==> src/rtl/cds_pkg.sv <==
package cds_pkg;
    typedef enum logic {
        CAP_IDLE,
        CAP_HOLD
    } cap_state_e;
endpackage

==> src/rtl/cds_sync.sv <==
module cds_sync #(
    parameter int STAGES = 2
) (
    input  logic clk_i,
    input  logic rst_ni,
    input  logic async_i,
    output logic sync_o
);
    logic [STAGES-1:0] chain_d, chain_q;

    always_comb begin
        chain_d = {chain_q[STAGES-2:0], async_i};
    end

    always_ff @(posedge clk_i or negedge rst_ni) begin
        if (!rst_ni) chain_q <= '0;
        else         chain_q <= chain_d;
    end

    assign sync_o = chain_q[STAGES-1];
endmodule

==> src/rtl/cds_col_gate.sv <==
module cds_col_gate #(
    parameter int ADDR_W = 5
) (
    input  logic              test_en_i,
    input  logic [ADDR_W-1:0] test_col_i,
    input  logic [ADDR_W-1:0] col_addr_i,
    output logic              allow_o
);
    always_comb begin
        allow_o = !test_en_i || (col_addr_i == test_col_i);
    end
endmodule

==> src/rtl/cds_capture.sv <==
module cds_capture
    import cds_pkg::*;
#(
    parameter int DATA_W = 20,
    parameter int ADDR_W = 5,
    localparam int REC_W = DATA_W + ADDR_W
) (
    input  logic              clk_i,
    input  logic              rst_ni,
    input  logic              req_sync_i,
    input  logic              allow_i,
    input  logic              sink_idle_i,
    input  logic [DATA_W-1:0] data_i,
    input  logic [ADDR_W-1:0] addr_i,
    output logic              ack_o,
    output logic              load_o,
    output logic [REC_W-1:0]  rec_o
);
    typedef struct packed {
        cap_state_e state;
        logic       ack;
    } cap_t;

    cap_t st_d, st_q;

    always_comb begin
        st_d   = st_q;
        load_o = 1'b0;
        rec_o  = {addr_i, data_i};
        case (st_q.state)
            CAP_IDLE: begin
                if (req_sync_i && allow_i && sink_idle_i) begin
                    st_d.state = CAP_HOLD;
                    st_d.ack   = 1'b1;
                    load_o     = 1'b1;
                end
            end
            CAP_HOLD: begin
                if (!req_sync_i) begin
                    st_d.state = CAP_IDLE;
                    st_d.ack   = 1'b0;
                end
            end
            default: st_d = '{state: CAP_IDLE, ack: 1'b0};
        endcase
    end

    always_ff @(posedge clk_i or negedge rst_ni) begin
        if (!rst_ni) st_q <= '{state: CAP_IDLE, ack: 1'b0};
        else         st_q <= st_d;
    end

    assign ack_o = st_q.ack;
endmodule

==> src/rtl/cds_serializer.sv <==
module cds_serializer #(
    parameter int REC_W = 25,
    parameter int OUT_W = 8,
    localparam int NWORDS = (REC_W + OUT_W - 1) / OUT_W,
    localparam int PAD_W  = NWORDS * OUT_W,
    localparam int CNT_W  = $clog2(NWORDS + 1)
) (
    input  logic             clk_i,
    input  logic             rst_ni,
    input  logic             load_i,
    input  logic [REC_W-1:0] rec_i,
    output logic             idle_o,
    output logic             valid_o,
    output logic [OUT_W-1:0] data_o,
    input  logic             ready_i
);
    typedef struct packed {
        logic [PAD_W-1:0] shreg;
        logic [CNT_W-1:0] left;
    } ser_t;

    ser_t st_d, st_q;

    always_comb begin
        st_d = st_q;
        if (load_i && (st_q.left == '0)) begin
            st_d.shreg = PAD_W'(rec_i);
            st_d.left  = CNT_W'(NWORDS);
        end else if (st_q.left != '0 && ready_i) begin
            st_d.shreg = st_q.shreg << OUT_W;
            st_d.left  = st_q.left - CNT_W'(1);
        end
    end

    always_ff @(posedge clk_i or negedge rst_ni) begin
        if (!rst_ni) st_q <= '0;
        else         st_q <= st_d;
    end

    assign idle_o  = (st_q.left == '0);
    assign valid_o = (st_q.left != '0);
    assign data_o  = st_q.shreg[PAD_W-1 -: OUT_W];
endmodule

==> src/rtl/col_drain_sync.sv <==
module col_drain_sync #(
    parameter int DATA_W      = 20,
    parameter int ADDR_W      = 5,
    parameter int OUT_W       = 8,
    parameter int SYNC_STAGES = 2,
    localparam int REC_W = DATA_W + ADDR_W
) (
    input  logic              clk_i,
    input  logic              rst_ni,
    input  logic              col_req_i,
    input  logic [DATA_W-1:0] col_data_i,
    input  logic [ADDR_W-1:0] col_addr_i,
    output logic              col_ack_o,
    input  logic              test_en_i,
    input  logic [ADDR_W-1:0] test_col_i,
    output logic              out_valid_o,
    output logic [OUT_W-1:0]  out_data_o,
    input  logic              out_ready_i
);
    logic             req_sync;
    logic             allow;
    logic             sink_idle;
    logic             load;
    logic [REC_W-1:0] rec;

    cds_sync #(.STAGES(SYNC_STAGES)) i_req_sync (
        .clk_i   (clk_i),
        .rst_ni  (rst_ni),
        .async_i (col_req_i),
        .sync_o  (req_sync)
    );

    cds_col_gate #(.ADDR_W(ADDR_W)) i_gate (
        .test_en_i  (test_en_i),
        .test_col_i (test_col_i),
        .col_addr_i (col_addr_i),
        .allow_o    (allow)
    );

    cds_capture #(.DATA_W(DATA_W), .ADDR_W(ADDR_W)) i_capture (
        .clk_i       (clk_i),
        .rst_ni      (rst_ni),
        .req_sync_i  (req_sync),
        .allow_i     (allow),
        .sink_idle_i (sink_idle),
        .data_i      (col_data_i),
        .addr_i      (col_addr_i),
        .ack_o       (col_ack_o),
        .load_o      (load),
        .rec_o       (rec)
    );

    cds_serializer #(.REC_W(REC_W), .OUT_W(OUT_W)) i_ser (
        .clk_i   (clk_i),
        .rst_ni  (rst_ni),
        .load_i  (load),
        .rec_i   (rec),
        .idle_o  (sink_idle),
        .valid_o (out_valid_o),
        .data_o  (out_data_o),
        .ready_i (out_ready_i)
    );
endmodule

==> config.mk <==
export PLATFORM = sky130hd
export DESIGN_NAME = col_drain_sync
export DESIGN_NICKNAME = d
export VERILOG_FILES = /design/src/rtl/cds_pkg.sv /design/src/rtl/cds_sync.sv /design/src/rtl/cds_col_gate.sv /design/src/rtl/cds_capture.sv /design/src/rtl/cds_serializer.sv /design/src/rtl/col_drain_sync.sv
export SDC_FILE = /design/constraint.sdc
export NUM_CORES = 1
export LEC_CHECK = 0
export CAP_MARGIN = 20
export CORE_AREA = 2 2 67 69
export DETAILED_ROUTE_END_ITERATION = 6
export DIE_AREA = 0 0 69 71
export PLACE_DENSITY = 0.71
export SYNTH_ARGS = -nofsm -noshare
export SYNTH_HDL_FRONTEND = slang
export SYNTH_HIERARCHICAL = 1
export SYNTH_SLANG_ARGS = --single-unit
export TNS_END_PERCENT = 20
==> constraint.sdc <==
create_clock -name clk_i -period 3 [get_ports clk_i]
set_clock_uncertainty 0.1 [all_clocks]
set_input_delay 0.6 -clock clk_i [delete_from_list [all_inputs] [get_ports clk_i]]
set_output_delay 0.6 -clock clk_i [all_outputs]
set_load 0.005 [all_outputs]
---- Word-level counts from Yosys, hierarchy flattened ----
Index checks and enable logic that the tools add are counted.
cells by class
  add/subtract/negate cells ............... 1
  multipliers ............................. 0
  div/mod/pow operators ................... 0
  order comparisons ....................... 0
  equal/unequal tests ..................... 3
  shift-type cells ........................ 0
  multiplexer cells ....................... 7
  bitwise gates (word level) .............. 1
  reductions and logical operators ........ 10
operators with widths
  operator                                                                  count
  35-bit two-way mux                                                        2
  5-bit equality test                                                       1
  1-bit logical AND                                                         4
  2-bit two-way mux                                                         2
  2-bit one-hot mux with 2 select lines                                     1
  3-bit zero test                                                           1
  3-bit nonzero test                                                        1
  3-bit by 1-bit subtractor with 3-bit output (second input constant)       1
  1-bit two-way mux                                                         2
  2-bit by 1-bit inequality test with 1-bit output (second input constant)  1
  2-bit inequality test (second input constant)                             1
  2-bit AND reduction                                                       1
  2-bit nonzero test                                                        1
  1-bit zero test                                                           1
  1-bit logical OR                                                          1
  1-bit NOT                                                                 1
storage, ports and cells
  register bits after elaboration ......... 39
  latch bits .............................. 0
  memory bits (writable) .................. 0
  bits in read-only memories .............. 0
  output and inout bits ................... 10
  word-level logic and storage cells ...... 27
  memories kept ........................... 0

---- Depth between registers and ports, before layout ----
  word-level depth ........................ 8
  gate-level depth with buffers ........... 9

---- Hierarchy ----
Netlist, hierarchy kept.
by module, submodules not included
  module          instances  cells an instance  area each (µm²)
  cds_serializer  1          117                1,550.2
  cds_capture     1          32                 277.8
  cds_col_gate    1          7                  56.3
  cds_sync        1          2                  50.0

---- Worst setup path after synthesis ----
No wires, ideal clock.
  kind .................................... input to register
  start ................................... input test_col_i[1]
  end ..................................... register i_ser/st_q[20] (netlist name)
  data arrival time ....................... 2,087 ps
  required time ........................... 2,835 ps
  slack ................................... 748 ps
  stages on the path ...................... 8
  path buffers ............................ 1
  path through ............................ xnor2_1 nand3_1 o31ai_1 and4b_1 inv_1 mux2i_4 buf_6 o221a_2
between the ends
  word-level cells in the longest chain between the ends .. 8
  elaborated cells between the ends (all ways) .. 9
ends and longest elaborated chain
  item                                                      line                  text
  start: declaration                                        col_drain_sync.sv:15  input logic [ADDR_W-1:0] test_col_i,
  5-bit equality test *                                     cds_col_gate.sv:10    allow_o = !test_en_i || (col_addr_i == test_col_i);
  1-bit logical OR *                                        cds_col_gate.sv:10
  net allow                                                 col_drain_sync.sv:21  logic allow;
  1-bit logical AND * (2 in series)                         cds_capture.sv:32     if (req_sync_i && allow_i && sink_idle_i) begin
  1-bit two-way mux *                                       cds_capture.sv:32
  1-bit two-way mux *                                       cds_capture.sv:30     case (st_q.state)
  net load                                                  col_drain_sync.sv:23  logic load;
  1-bit logical AND *                                       cds_serializer.sv:26  if (load_i && (st_q.left == '0)) begin
  35-bit two-way mux or 2-bit nonzero test (tied branches)  n/a
  end signal: assignment                                    cds_serializer.sv:37  else st_q <= st_d;
  end: declaration                                          cds_serializer.sv:22  ser_t st_d, st_q;
The timed path passes the listed nets; every way through them passes the cells marked *.
A chain may end at the register's enable or synchronous reset.

---- Worst setup path after layout ----
  start ................................... input col_addr_i[4]
  end ..................................... register i_ser/st_q[23] (netlist name)
between the ends
  word-level cells in the longest chain between the ends .. 8
  elaborated cells between the ends (all ways) .. 9
ends and longest elaborated chain
  item                                                      line                  text
  start: declaration                                        col_drain_sync.sv:12  input logic [ADDR_W-1:0] col_addr_i,
  5-bit equality test *                                     cds_col_gate.sv:10
  1-bit logical OR *                                        cds_col_gate.sv:10
  net allow                                                 col_drain_sync.sv:21
  1-bit logical AND * (2 in series)                         cds_capture.sv:32
  1-bit two-way mux *                                       cds_capture.sv:32
  1-bit two-way mux *                                       cds_capture.sv:30
  net load                                                  col_drain_sync.sv:23
  1-bit logical AND *                                       cds_serializer.sv:26
  35-bit two-way mux or 2-bit nonzero test (tied branches)  n/a
Marks and branches as above.

==> impl_metrics.yaml <==
clocking:
  post_cts_buffers: 0
  cts.clk_slew.worst_paths_ns: 0.07
  postCtsHoldBufs: 0
  cts_root_buf: "clkbuf_8"
  cts_sinks: 39
  clkLatencyLatePin_ns: 0.28
  htreeDepth: 2
  tritoncts: "yes"
  cts_buffers: 5
  clockBufferDepth: 2
  cts_resized: 0
synthesis:
  yosysMostFrequentCell: "dfrtp_1"
  synthCells: 158
  synth_top_cell_area_share: 0.505
  mappedNetlistNets: 195
  yosys-top-cells-count: "dfrtp_1 (39), buf_4 (34), o221a_2 (17), or3_1 (17), a22o_1 (15)"
  ys.flop_type: "dfrtp_1"
  yosys_register_bits: 39
  synth_top_cell_by_area: "dfrtp_1"
  syn_area_sq_um: 1930
  ys_seq_area_frac: 0.505
  synth_edf_count: 0
  synth.avg_cell_area_sq_um: 12.2
  synthArstFlopShare: 1.00
  synth_cell_types: 30
  yosys_warnings: 6
  synth.area.top_cells: "dfrtp_1 (50%), buf_4 (13%), o221a_2 (9.9%)"
grt:
  grt_pass1_wl_um: 5840
  grt_antenna_before_repair: 0
  grt_pass1_vias: 1216
  overflow: 0
  grt_usage: 0.149
  grt_max_degree: 40
floorplan:
  dieWidth_um: 69
  core_sq_um: 4200
  dieArea_sq_um: 4900
  pin_count: 45
  die_y_um: 71
  start_util: 0.460
  rows: 24
placement:
  gp_congestion: 0.724
  port_buffers: 44
  placed_area_sq_um: 2180
  dpl.hpwl_um: 2560
drt:
  via_count: 1211
  drt_drc_violations_left: 0
  first_pass_iters: 4
  drtIter0Drc: 87
  drt-total-wl_um: 3500
  viasPerCell: 5.33
  ant_nets: 0
  wl_per_cell_um: 15.4
sta:
  timing.final.crit_share: 0.854
  rsz0062_at_grt: "no"
  clock.fmax_mhz: 390
  finalHoldViolCount: 0
  slew_headroom: 0.441
  setup_tns_ns: 0
  setup_viol: 0
  min_period_ns: 2.56
  worst_slew_pin_slew_ns: 0.838
  drv_slew: 0
critical_path:
  required_ns: 3.12
  cp-end-kind: "flip-flop"
  startpoint_type: "primary input"
  r2r_cells: 7
  crit_path_max_incr_delay_ns: 0.51
  critPathKind: "in -> reg"
  slowest_stage: "clkdlybuf4s50_1"
  arrival_ns: 2.68
  cp_max_fo: 9
  crit_chain: "clkdlybuf4s50_1, xnor2_1, nand3_1, o31ai_1, and4b_1, inv_1, mux2i_4, buf_4, o221a_2"
pwr:
  clock_power_share: 0.202
  power_switching_mw: 0.528
  switching_share: 0.283
  pwr-share-comb: 0.354
  p_per_area_nw_per_um2: 817
  peakVddDrop_v: 0.000275
  p_seq_frac: 0.444
  internal_power_mw: 1.34
  p_leak_nw: 0.975
final_layout:
  antenna_cells: 0
  nFillCells: 369
  area_delta_synth_final_pct: 17.9
  design_area_sq_um: 2280
  drive_above_1_share: 0.206
  finalNetCount: 211
flow_run:
  maxCapViolCount: 0
run_status:
  status: "complete, no violations"
hold_path:
  holdPathStages: 0
  hold_path_class: "reg -> reg"
[power groups by stage]
stage | combinational (mW) | sequential, mW | clock [mW]
2_1_floorplan | 0.516 | 0.797 | 0
3_3_place_gp | 0.644 | 0.824 | 0
3_5_place_dp | 0.664 | 0.838 | 0
4_1_cts | 0.667 | 0.827 | 0.389
5_1_grt | 0.717 | 0.855 | 0.410
6_report | 0.659 | 0.827 | 0.377
[through the flow]
stage                     hold WS (ns)  setup slack (ns)   util  std cells  total power, mW
after floorplan                  0.204             0.748      -        158             1.31
after global placement           0.234             0.172  0.519        219             1.47
after detailed placement         0.236             0.174  0.519        219             1.50
after CTS                        0.253             0.438  0.543        227             1.88
after global routing             0.259             0.251  0.543        227             1.98
final                            0.251             0.439  0.543        227             1.86
[flip-flops by register name, summed over array words and instances (netlist names)]
register	flops
i_req_sync/chain_q	2
i_ser/st_q	27
i_capture/ack_o	1
i_ser/data_o	8
i_capture/st_q	1
[critical path: cells and delay by family]
kind | cells | cell delay (ns)
AO/OA/AOI/OAI | 2 | 0.50
XOR/XNOR | 1 | 0.13
buffers and inverters | 3 | 0.82
multiplexers | 1 | 0.16
AND/OR/NAND/NOR | 2 | 0.47
[cell families (layout without fill, tap and decap cells)]
kind of cell | count (synthesis) | after routing | synth area share
and+or+nand+nor | 27 | 27 | 0.0912
xor gates and xnor gates | 5 | 5 | 0.0226
AOI/OAI and AO/OA | 38 | 38 | 0.188
muxes | 3 | 3 | 0.0239
DFF | 39 | 39 | 0.505
buffers and inverters | 44 | 61 | 0.157
adders and majority gates | 2 | 2 | 0.0129
[routing by layer]
metal  GRT usage  routed length, um  vias up
met5           0                  0        -
met4      0.0523                 38        0
met3      0.0399                196        4
met2       0.237               1660       36
met1       0.199               1610      584
li1            -                  -      587
[area by class of cell]
class / instances / area (sq um) / share of cell area
clock buffers: 8 / 100 / 0.0439
inverters: 5 / 18.8 / 0.00823
repair buffers: 48 / 465 / 0.204
well taps: 52 / 65.1 / 0.0285
multi-input cells: 75 / 656 / 0.287
flip-flops and latches: 39 / 976 / 0.428
[placed cells by master (no fill, tap or decap), types with 2 or more instances in the layout]
cell	n
clkdlybuf4s50_1	43
xnor2_1	3
or3_1	17
xor2_1	2
o221a_2	17
inv_1	3
clkbuf_8	7
dfrtp_1	39
buf_4	4
a21oi_1	2
ha_1	2
a22o_1	15
inv_2	2
nor2_1	2
[final timing paths]
check | slack [ns] | startpoint | end
max reg2reg | 0.69 | i_ser/st_q[0] | i_ser/data_o[2]
min | 0.25 | i_req_sync/chain_q[0] | i_req_sync/chain_q[1]
min in group asynchronous | 0.32 | rst_ni | i_req_sync/chain_q[1]
min reg2reg | 0.25 | i_req_sync/chain_q[0] | i_req_sync/chain_q[1]
max | 0.44 | col_addr_i[4] | i_ser/st_q[23]
max in group asynchronous | 1.96 | rst_ni | i_ser/data_o[2]
Note: power is estimated with default switching activity, not from simulation.
